$ cat config.mk
export PLATFORM = sky130hd
export DESIGN_NAME = mux_bus_rom_ports
export DESIGN_NICKNAME = d
export VERILOG_FILES = /design/src/rtl/mbr_pkg.sv /design/src/rtl/mbr_addr_latch.sv /design/src/rtl/mbr_port_bank.sv /design/src/rtl/mbr_read_mux.sv /design/src/rtl/mux_bus_rom_ports.sv
export SDC_FILE = /design/constraint.sdc
export NUM_CORES = 1
export LEC_CHECK = 0
export ABC_AREA = 1
export BUFFER_PORTS_ARGS = -buffer_cell sky130_fd_sc_hd__buf_2
export CAP_MARGIN = 20
export CORE_MARGIN = 1.5
export CORE_UTILIZATION = 45
export CTS_CLUSTER_DIAMETER = 100
export CTS_CLUSTER_SIZE = 10
export DETAILED_ROUTE_END_ITERATION = 12
export PLACE_DENSITY = 0.73
export SLEW_MARGIN = 20
export SYNTH_ARGS = -nofsm -noshare
export SYNTH_HDL_FRONTEND = slang
export SYNTH_SLANG_ARGS = --single-unit
$ cat constraint.sdc
create_clock -name clk -period 3.5 [get_ports clk]
set_input_delay 0.35 -clock clk [delete_from_list [all_inputs] [get_ports clk]]
set_output_delay 0.35 -clock clk [all_outputs]
set_load 0.03 [all_outputs]
$ cat src/rtl/mbr_pkg.sv
package mbr_pkg;
  parameter int unsigned ADDR_W = 11;
  parameter int unsigned DATA_W = 8;
  parameter int unsigned NPORTS = 2;
  localparam int unsigned HI_W  = ADDR_W - DATA_W;
  localparam int unsigned IDX_W = $clog2(NPORTS);

  // ROM image: low byte scrambled by a multiple of the page number
  function automatic logic [DATA_W-1:0] rom_byte(input logic [ADDR_W-1:0] a);
    logic [DATA_W-1:0] page;
    page = DATA_W'(a[ADDR_W-1:DATA_W]);
    return a[DATA_W-1:0] ^ DATA_W'(page * DATA_W'(37));
  endfunction

  // Port readback: output bits show the latch, input bits show the pins
  function automatic logic [DATA_W-1:0] pin_mix(input logic [DATA_W-1:0] pins,
                                                input logic [DATA_W-1:0] latch,
                                                input logic [DATA_W-1:0] dir);
    return (dir & latch) | (~dir & pins);
  endfunction
endpackage

$ cat src/rtl/mbr_addr_latch.sv
module mbr_addr_latch
  import mbr_pkg::*;
(
  input  logic              clk,
  input  logic              rst,
  input  logic              ale,
  input  logic [DATA_W-1:0] ad_i,
  input  logic [HI_W-1:0]   a_hi,
  input  logic              ce_lo_n,
  input  logic              ce_hi,
  input  logic              sel_io,
  output logic [ADDR_W-1:0] lat_addr,
  output logic              lat_io,
  output logic              lat_ok,
  output logic              wait_drv
);
  logic enab_live;
  logic wait_hold;

  assign enab_live = ~ce_lo_n & ce_hi;

  always_ff @(posedge clk) begin
    if (rst) begin
      lat_addr  <= '0;
      lat_io    <= 1'b0;
      lat_ok    <= 1'b0;
      wait_hold <= 1'b0;
    end else begin
      wait_hold <= ale & enab_live;
      if (ale) begin
        lat_addr <= {a_hi, ad_i};
        lat_io   <= sel_io;
        lat_ok   <= enab_live;
      end
    end
  end

  assign wait_drv = (ale & enab_live) | wait_hold;

  // latched state only moves while the strobe is high
  a_r1_latch_holds: assert property (@(posedge clk) disable iff (rst)
    !ale |=> ($stable(lat_addr) && $stable(lat_io) && $stable(lat_ok)));
  // wait stays asserted up to the next rising edge
  a_r7_wait_held: assert property (@(posedge clk) disable iff (rst)
    (ale && enab_live) |=> wait_drv);
endmodule

$ cat src/rtl/mbr_port_bank.sv
module mbr_port_bank
  import mbr_pkg::*;
(
  input  logic                          clk,
  input  logic                          rst,
  input  logic                          wr_en,
  input  logic [IDX_W-1:0]              wr_idx,
  input  logic                          wr_dir,
  input  logic [DATA_W-1:0]             wr_data,
  input  logic [NPORTS-1:0][DATA_W-1:0] pins_i,
  output logic [NPORTS-1:0][DATA_W-1:0] out_q,
  output logic [NPORTS-1:0][DATA_W-1:0] dir_q,
  output logic [NPORTS-1:0][DATA_W-1:0] view
);
  for (genvar p = 0; p < NPORTS; p++) begin : g_port
    logic hit;
    assign hit = wr_en && (wr_idx == IDX_W'(p));

    always_ff @(posedge clk) begin
      if (rst) begin
        out_q[p] <= '0;
        dir_q[p] <= '0;
      end else if (hit) begin
        if (wr_dir) dir_q[p] <= wr_data;
        else        out_q[p] <= wr_data;
      end
    end

    assign view[p] = pin_mix(pins_i[p], out_q[p], dir_q[p]);

    // leaving reset, the port is all inputs
    a_r8_dir_cleared: assert property (@(posedge clk) disable iff (rst)
      $past(rst) |-> (dir_q[p] == '0 && out_q[p] == '0));
    // no write strobe, no register change
    a_r5_no_stray_write: assert property (@(posedge clk) disable iff (rst)
      !wr_en |=> ($stable(dir_q[p]) && $stable(out_q[p])));
  end
endmodule

$ cat src/rtl/mbr_read_mux.sv
module mbr_read_mux
  import mbr_pkg::*;
(
  input  logic                          clk,
  input  logic                          rst,
  input  logic                          lat_ok,
  input  logic                          lat_io,
  input  logic [ADDR_W-1:0]             lat_addr,
  input  logic                          rd_n,
  input  logic                          ior_n,
  input  logic [NPORTS-1:0][DATA_W-1:0] view,
  input  logic [NPORTS-1:0][DATA_W-1:0] dir_q,
  output logic [DATA_W-1:0]             ad_o,
  output logic                          ad_oe
);
  logic             io_path;
  logic             rd_any;
  logic [IDX_W-1:0] idx;

  assign io_path = lat_io | ~ior_n;
  assign rd_any  = ~rd_n | ~ior_n;
  assign idx     = lat_addr[IDX_W-1:0];
  assign ad_oe   = lat_ok & rd_any;

  always_comb begin
    if (!io_path)               ad_o = rom_byte(lat_addr);
    else if (lat_addr[IDX_W])   ad_o = dir_q[idx];
    else                        ad_o = view[idx];
  end

  // bus released when no read strobe is low
  a_r4_idle_release: assert property (@(posedge clk) disable iff (rst)
    (rd_n && ior_n) |-> !ad_oe);
  // never drive the bus for an unselected cycle
  a_r2_unselected_quiet: assert property (@(posedge clk) disable iff (rst)
    !lat_ok |-> !ad_oe);
endmodule

$ cat src/rtl/mux_bus_rom_ports.sv
module mux_bus_rom_ports
  import mbr_pkg::*;
(
  input  logic              clk,
  input  logic              rst,
  input  logic              ale,
  input  logic [DATA_W-1:0] ad_i,
  output logic [DATA_W-1:0] ad_o,
  output logic              ad_oe,
  input  logic [HI_W-1:0]   a_hi,
  input  logic              ce_lo_n,
  input  logic              ce_hi,
  input  logic              sel_io,
  input  logic              rd_n,
  input  logic              ior_n,
  input  logic              iow_n,
  output logic              wait_drv,
  input  logic [DATA_W-1:0] pa_i,
  output logic [DATA_W-1:0] pa_o,
  output logic [DATA_W-1:0] pa_oe,
  input  logic [DATA_W-1:0] pb_i,
  output logic [DATA_W-1:0] pb_o,
  output logic [DATA_W-1:0] pb_oe
);
  logic [ADDR_W-1:0]             lat_addr;
  logic                          lat_io;
  logic                          lat_ok;
  logic                          wr_en;
  logic [NPORTS-1:0][DATA_W-1:0] pins;
  logic [NPORTS-1:0][DATA_W-1:0] out_q;
  logic [NPORTS-1:0][DATA_W-1:0] dir_q;
  logic [NPORTS-1:0][DATA_W-1:0] view;

  mbr_addr_latch u_latch (
    .clk(clk), .rst(rst), .ale(ale), .ad_i(ad_i), .a_hi(a_hi),
    .ce_lo_n(ce_lo_n), .ce_hi(ce_hi), .sel_io(sel_io),
    .lat_addr(lat_addr), .lat_io(lat_io), .lat_ok(lat_ok), .wait_drv(wait_drv)
  );

  assign wr_en = ~iow_n & lat_ok;
  assign pins  = {pb_i, pa_i};

  mbr_port_bank u_ports (
    .clk(clk), .rst(rst), .wr_en(wr_en),
    .wr_idx(lat_addr[IDX_W-1:0]), .wr_dir(lat_addr[IDX_W]), .wr_data(ad_i),
    .pins_i(pins), .out_q(out_q), .dir_q(dir_q), .view(view)
  );

  mbr_read_mux u_rmux (
    .clk(clk), .rst(rst), .lat_ok(lat_ok), .lat_io(lat_io), .lat_addr(lat_addr),
    .rd_n(rd_n), .ior_n(ior_n), .view(view), .dir_q(dir_q),
    .ad_o(ad_o), .ad_oe(ad_oe)
  );

  assign pa_o  = out_q[0];
  assign pa_oe = dir_q[0];
  assign pb_o  = out_q[1];
  assign pb_oe = dir_q[1];

  // pin drivers follow the direction registers, which start clear
  a_r9_oe_from_dir: assert property (@(posedge clk) disable iff (rst)
    (!wr_en && $past(!wr_en)) |-> ($stable(pa_oe) && $stable(pb_oe)));
endmodule

==> metrics.md, run 1 <==
| Metric | Value |
|---|---|
| H-tree depth | 2 |
| Fin. Hold Viols | 0 |
| First-pass GRT wire length | 11.21 mm |
| CP delay by family, top | buffers and inverters |
| Antenna-violating nets left | 0 |
| Synth unique cells | 24 |
| Worst-Margin Slew | 940.9 ps |
| Max cap viols | 0 |
| Period utilization | 0.6953 |
| Area Growth Syn to Fin | 18.51% |
| Cell Chain, Critical Path | buf_4 -> inv_1 -> nand3_1 -> nand2_1 -> nand2_1 -> a21oi_1 -> buf_2 |
| Clock sink count | 46 |
| Clock root buffer | clkbuf_8 |
| Worst hold-check path type | in -> reg |
| Synth Area in Compound Gates | 0.1657 |
| Synth Area in Simple Gates | 0.3110 |
| DIE WIDTH | 78.76 µm |
| WP buf/inv | 3 |
| Unrepaired setup endpoints after global routing | no |
| Initial core utilization | 0.4690 |
| Initial antenna violation count | 0 |
| Worst relative slew slack | 0.3727 |
| Most used cell, CP | nand2_1 |
| Syn Area/Cell | 6.605 µm² |
| CTS clk-pin slew, worst paths | 80 ps |
| Clock Path Buffers | 2 |
| Fillers | 569 |
| Status | finished clean |
| Layout cells sized above 1 | 0.2299 |
| HPWL Detailed | 4.878 mm |
| Die H | 78.76 µm |
| DR vias | 2,602 |
| GRT Total Usage | 0.2338 |
| IO Count | 78 |
| TritonRoute pass-1 iters | 4 |
| Core area | 5507 µm² |
| Cell count after synthesis | 391 |
| DR vias/cell | 4.882 |
| Largest net degree at the start of global routing | 47 |
| DR DRC count | 0 |
| CP endpoint kind | output pin |
| Synthesized Nets | 431 |
| CP startpoint kind | flip-flop |
| Max frequency | 410.9 MHz |
| VDD IR max | 0.1740 mV |
| P_leak | 1.459 nW |
| Antenna diode count | 0 |
| FF/Latch Area | 920.9 µm² |
| Vias in the first global route | 2,379 |
| CTS resizes | 0 |
| Adder-cell area share of the yosys netlist | 0.01938 |
| WP data required | 3150 ps |
| Cts bufs inserted | 5 |
| Crit path DAT | 2080 ps |
| Total Die Area | 6202 µm² |
| Worst path slowest cell | inv_1 |
| Setup repair bufs after CTS | 0 |
| Final Power | 1.069 mW |
| Synth Warn # | 0 |
| Setup TNS Final | 0 ps |
| Total Wirelength | 6.973 mm |
| Fin nets | 502 |
| Post-CTS Hold Fix Bufs | 0 |
| Port Buffers | 77 |
| Largest stage delay on the critical path | 570 ps |
| Clock Skew | 8.169 ps |
| Worst-Skew Late Latency | 310 ps |
| Mapped cell area | 2582 µm² |
| CTS tree | yes |
| Num rows | 27 |
| Synth Area in XOR/XNOR | 0.01696 |
| Max-slew violations | 0 |
| RD Place Congestion | 0.8195 |
| Final Setup Violations | 0 |
| GR Overflow Total | 0 |
| Wire length per cell | 13.08 µm |
| Synthesized flop and latch total | 46 |
| Largest family of logic cells by synthesized area | simple AND/OR/NAND/NOR gates |
| Pwr per Cell Area | 349.4 nW/µm² |
| Tmin final | 2434 ps |
| Seq/Total Area, Yosys | 0.3566 |
| CP Class | reg -> out |
| Worst-path fanout max | 20 |
| Multi-input logic area | 1325 µm² |
| DR iter-0 viols | 135 |
| Mux cell area share after synthesis | 0 |
cell usage in the layout (no fill, tap or decap):
master,count
nor2_8,1
nand2_1,147
inv_1,58
inv_2,3
clkinv_4,1
nor2_1,16
o21bai_1,8
a21oi_2,10
a21oi_1,47
buf_2,77
dfxtp_1,46
ha_1,4
buf_4,1
nor2_4,1
xor2_1,5
clkbuf_8,6
inv_4,1
nand3_4,4
nand3_1,18
a211oi_1,6
clkinv_2,1
sequential cells by signal, indices dropped and copies added (netlist names):
register,count
u_ports.dir_q,16
u_ports.out_q,16
u_latch.lat_addr,11
u_latch.lat_io,1
u_latch.lat_ok,1
u_latch.wait_hold,1
per-stage QoR:
step           worst slack, ps  area, µm²  utilization  cells  hold WS (ps)
3_5_place_dp              1407       2978       0.5408    527         466.2
5_1_grt                  899.5       3060       0.5558    533         292.8
4_1_cts                   1064       3060       0.5558    533         285.4
2_1_floorplan             1491       2582            -    391         451.7
3_3_place_gp              1454       2978       0.5408    527         461.2
6_report                  1066       3060       0.5558    533         290.6
path summary, 6_finish.rpt:
path,slack (ps),startpoint,cells after the start,to
min reg2reg,480,u_latch.lat_addr[3],2,u_latch.lat_addr[3]
min,290,a_hi[1],3,u_latch.lat_addr[9]
max,1070,u_latch.lat_addr[0],7,ad_o[2]
max reg2reg,1630,u_latch.lat_addr[0],6,u_ports.out_q[3]
Yosys cell counts:
cell | n | area, µm²
a211oi_1 | 6 | 45.04
a21oi_1 | 47 | 235.2
a21oi_2 | 10 | 87.58
buf_1 | 4 | 15.01
buf_2 | 3 | 15.01
buf_4 | 2 | 15.01
buf_6 | 3 | 33.78
clkbuf_1 | 1 | 3.750
clkbuf_2 | 1 | 5.000
clkinv_2 | 1 | 5.000
clkinv_4 | 1 | 8.760
dfxtp_1 | 46 | 920.9
ha_1 | 4 | 50.05
inv_1 | 58 | 217.7
inv_2 | 3 | 11.26
inv_4 | 1 | 6.260
nand2_1 | 147 | 551.8
nand3_1 | 18 | 90.09
nand3_4 | 4 | 70.07
nor2_1 | 16 | 60.06
nor2_4 | 1 | 11.26
nor2_8 | 1 | 20.02
o21bai_1 | 8 | 60.06
xor2_1 | 5 | 43.79
report_power, final:
group | internal, mW | total, mW | switching [mW]
Clock | 0.153 | 0.328 | 0.176
Combinational | 0.0637 | 0.193 | 0.130
Sequential | 0.534 | 0.548 | 0.0133
per-layer routing:
layer  track usage  vias to the layer above  routed length (µm)
met2        0.4000                       81                3369
met3       0.04023                        8                 377
met5             0                        -                   0
met1        0.2950                     1162                3128
li1              -                     1351                   -
met4       0.08214                        0                  97
cell type report:
| type | count | area share |
|---|---|---|
| clock buffers | 6 | 0.02698 |
| inverters | 64 | 0.08136 |
| well taps | 72 | 0.02944 |
| flip-flops and latches | 46 | 0.3009 |
| multi-input cells | 267 | 0.4330 |
| repair buffers | 78 | 0.1284 |
cell families (layout without fill, tap and decap cells):
kind of cell    after synthesis  in the layout
simple gates                187            187
compound gates               71             71
fa+ha+maj                     4              4
xor+xnor                      5              5
buf+inv                      78            148
flops                        46             46
worst reg2reg max path, stage by stage (launching register included):
cell,delay (ps)
dfxtp_1,300
buf_4,210
inv_1,580
nand3_4,310
inv_4,200
nand2_1,90
a21oi_2,120
Note: power is estimated with default switching activity, not from simulation.
==> run 2, diff against run 1 <==
PLACE_DENSITY = 0.76   (was 0.73)
clock period = 2.2 ns   (was 3.5 ns; I/O delays follow)
==> run 2 against run 1 <==
Net effect:
- highest routed layer unchanged
- critical path depth grew 4
- power grew 60%
- critical path type unchanged
- sequential cell count is the same
- worst hold slack lost 120 ps
- first-iteration DRC count grew 16%
==> metrics.md, run 2 (synthesis gave the netlist of run 1 again) <==
| Metric | Value |
|---|---|
| Status | finished clean |
| Reg2Reg Launch Point | u_latch.lat_addr[1] |
| Setup TNS Final | 0 ps (unchanged) |
| Wire length per cell | 12.70 µm (-2.9%) |
| Cell Chain, Critical Path | ha_2 -> ha_1 -> ha_2 -> inv_1 -> nand2_1 -> nand2_1 -> nand2_1 -> nand2_1 -> nor2_1 -> a21oi_1 -> buf_4 |
| HPWL Detailed | 4.658 mm (-4.5%) |
| Fillers | 553 (-2.8%) |
| Fin nets | 505 (+0.60%) |
| Worst-Skew Late Latency | 290 ps (-20 ps) |
| CP Launch Point | u_latch.lat_addr[8] |
| CTS clk-pin slew, worst paths | 80 ps (about the same) |
| Max frequency | 482.5 MHz |
| Total Wirelength | 6.809 mm (-2.4%) |
| Largest stage delay on the critical path | 350 ps (-220 ps) |
| Placed instance area | 3013 µm² (+1.2%) |
| Max-slew violations | 0 (unchanged) |
| Fin. Hold Viols | 0 (unchanged) |
| Antenna diode count | 0 (unchanged) |
| Worst path slowest cell | dfxtp_2 |
| WP data required | 1980 ps (-1170 ps) |
| Clock Skew | 2.658 ps (-5.510 ps) |
| CP delay by family, top | adder cells |
| Post-CTS Hold Fix Bufs | 0 (unchanged) |
| CTS tree | yes |
| Initial core utilization | 0.4690 (unchanged) |
| Num rows | 27 (unchanged) |
| Unrepaired setup endpoints after global routing | no |
| Grt met2 use | 0.3853 (-0.01466) |
| Clock sink count | 46 (unchanged) |
| Vias in the first global route | 2,355 (-1.0%) |
| Initial antenna violation count | 0 (unchanged) |
| GRT Total Usage | 0.2284 (-0.005395) |
| Most used cell, CP | nand2_1 |
| Clock root buffer | clkbuf_8 |
| DR vias | 2,627 (+0.96%) |
| Worst hold-check path type | in -> reg |
| Area Growth Syn to Fin | 20.59% |
| IO Count | 78 (unchanged) |
| Commonest non-fill, non-tap cells in the layout | nand2_1, buf_2, inv_1 |
| RD Place Congestion | 0.8507 (+3.8%) |
| Hold path startpoint | sel_io |
| Pre-CTS WS | 354.3 ps (-1053 ps) |
| Most common cell after layout, fill and taps aside | nand2_1 |
| VDD IR max | 0.3137 mV (+80%) |
| DR iter-0 viols | 156 (+16%) |
| Core area | 5507 µm² (unchanged) |
| Tmin final | 2072 ps |
| Total Die Area | 6202 µm² (unchanged) |
| TritonRoute pass-1 iters | 4 (unchanged) |
| Max cap viols | 0 (unchanged) |
| Busiest grt layer | met2 |
| CP Class | reg -> out |
| CP startpoint kind | flip-flop |
| CP endpoint kind | output pin |
| First-pass GRT wire length | 10.83 mm (-3.3%) |
| Port Buffers | 77 (unchanged) |
| Hold Path Sink | u_latch.lat_io |
| Worst R2R Path Depth | 5 (-1) |
| Largest net degree at the start of global routing | 26 (-45%) |
| Cts bufs inserted | 5 (unchanged) |
| Reg2reg end | u_ports.out_q[8] |
| WP buf/inv | 2 (-1) |
| DIE WIDTH | 78.76 µm (unchanged) |
| Worst-Margin Slew | 470.2 ps (-470.7 ps) |
| Clock Path Buffers | 2 (unchanged) |
| Slack of the critical path | 127.5 ps (-938.9 ps) |
| Worst-path fanout max | 5 (-75%) |
| Top flop regs | u_ports.dir_q: 16 flops, u_ports.out_q: 16 flops, u_latch.lat_addr: 11 flops |
| Flop2flop setup slack | 620 ps (-1010 ps) |
| Die H | 78.76 µm (unchanged) |
| Period utilization | 0.9420 |
| GR Overflow Total | 0 (unchanged) |
| P_leak | 1.476 nW (+1.2%) |
| Antenna-violating nets left | 0 (unchanged) |
| Worst relative slew slack | 0.6865 (+0.3138) |
| Final Setup Violations | 0 (unchanged) |
| Crit path DAT | 1850 ps (-230 ps) |
| H-tree depth | 2 (unchanged) |
| DR vias/cell | 4.901 (+0.40%) |
| Layout cells sized above 1 | 0.2457 (+0.01575) |
| Global Route met1 Usage | 0.2917 (-0.003309) |
| Hold depth | 3 (unchanged) |
| Post-route design area | 3114 µm² (+1.8%) |
| M3 GR Usage | 0.05172 (+0.01149) |
| Pwr per Cell Area | 548.5 nW/µm² (+57%) |
| DR DRC count | 0 (unchanged) |
## run 2: cell type report
class / count / area (µm²) / share of cell area
Inverter: 64 / 249.0 / 0.07995
Tap cell: 72 / 90.09 / 0.02893
Timing Repair Buffer: 81 / 435.4 / 0.1398
Sequential cell: 46 / 923.4 / 0.2965
Clock buffer: 6 / 82.58 / 0.02652
Multi-Input combinational cell: 267 / 1334 / 0.4283
## run 2: metal layers
| metal | share of wire | wire [µm] |
|---|---|---|
| met2 | 0.48 | 3238 |
| met5 | 0 | 0 |
| met4 | 0.011 | 74 |
| met3 | 0.061 | 418 |
| met1 | 0.45 | 3078 |
## run 2: stage by stage
stage | cells | hold slack, ps | total power, mW | utilization
final | 536 | 173.9 | 1.708 | 0.5656
after global routing | 536 | 185.2 | 1.789 | 0.5656
after CTS | 536 | 164.8 | 1.710 | 0.5621
after detailed placement | 530 | 467.5 | 1.206 | 0.5471
after global placement | 530 | 461.9 | 1.202 | 0.5471
after floorplan | 391 | 360.5 | 1.099 | -
## run 2: timing repair
item	in CTS	in global routing
gates resized for setup	0	11
setup buffers	0	0
setup endpoints to repair	0	3
## run 2: report_power, final
| group | switching [mW] | total [mW] | internal, mW |
|---|---|---|---|
| clock | 0.271 | 0.514 | 0.243 |
| combinational | 0.211 | 0.325 | 0.113 |
| sequential | 0.0186 | 0.869 | 0.851 |
| total | 0.501 | 1.71 | 1.21 |
## run 2: worst max-delay path by stage
stage / to / slack (ps) / cells after the start
2_1_floorplan: ad_o[5] / 320 / 10
5_1_grt: ad_o[7] / 20 / 8
4_1_cts: ad_o[5] / 30 / 11
6_report: ad_o[5] / 130 / 11
3_3_place_gp: ad_o[4] / 400 / 7
3_5_place_dp: ad_o[5] / 350 / 11
## run 2: worst min-delay path, stage by stage
cell	delay [ps]
buf_2	100
nand2_1	50
a21oi_1	60
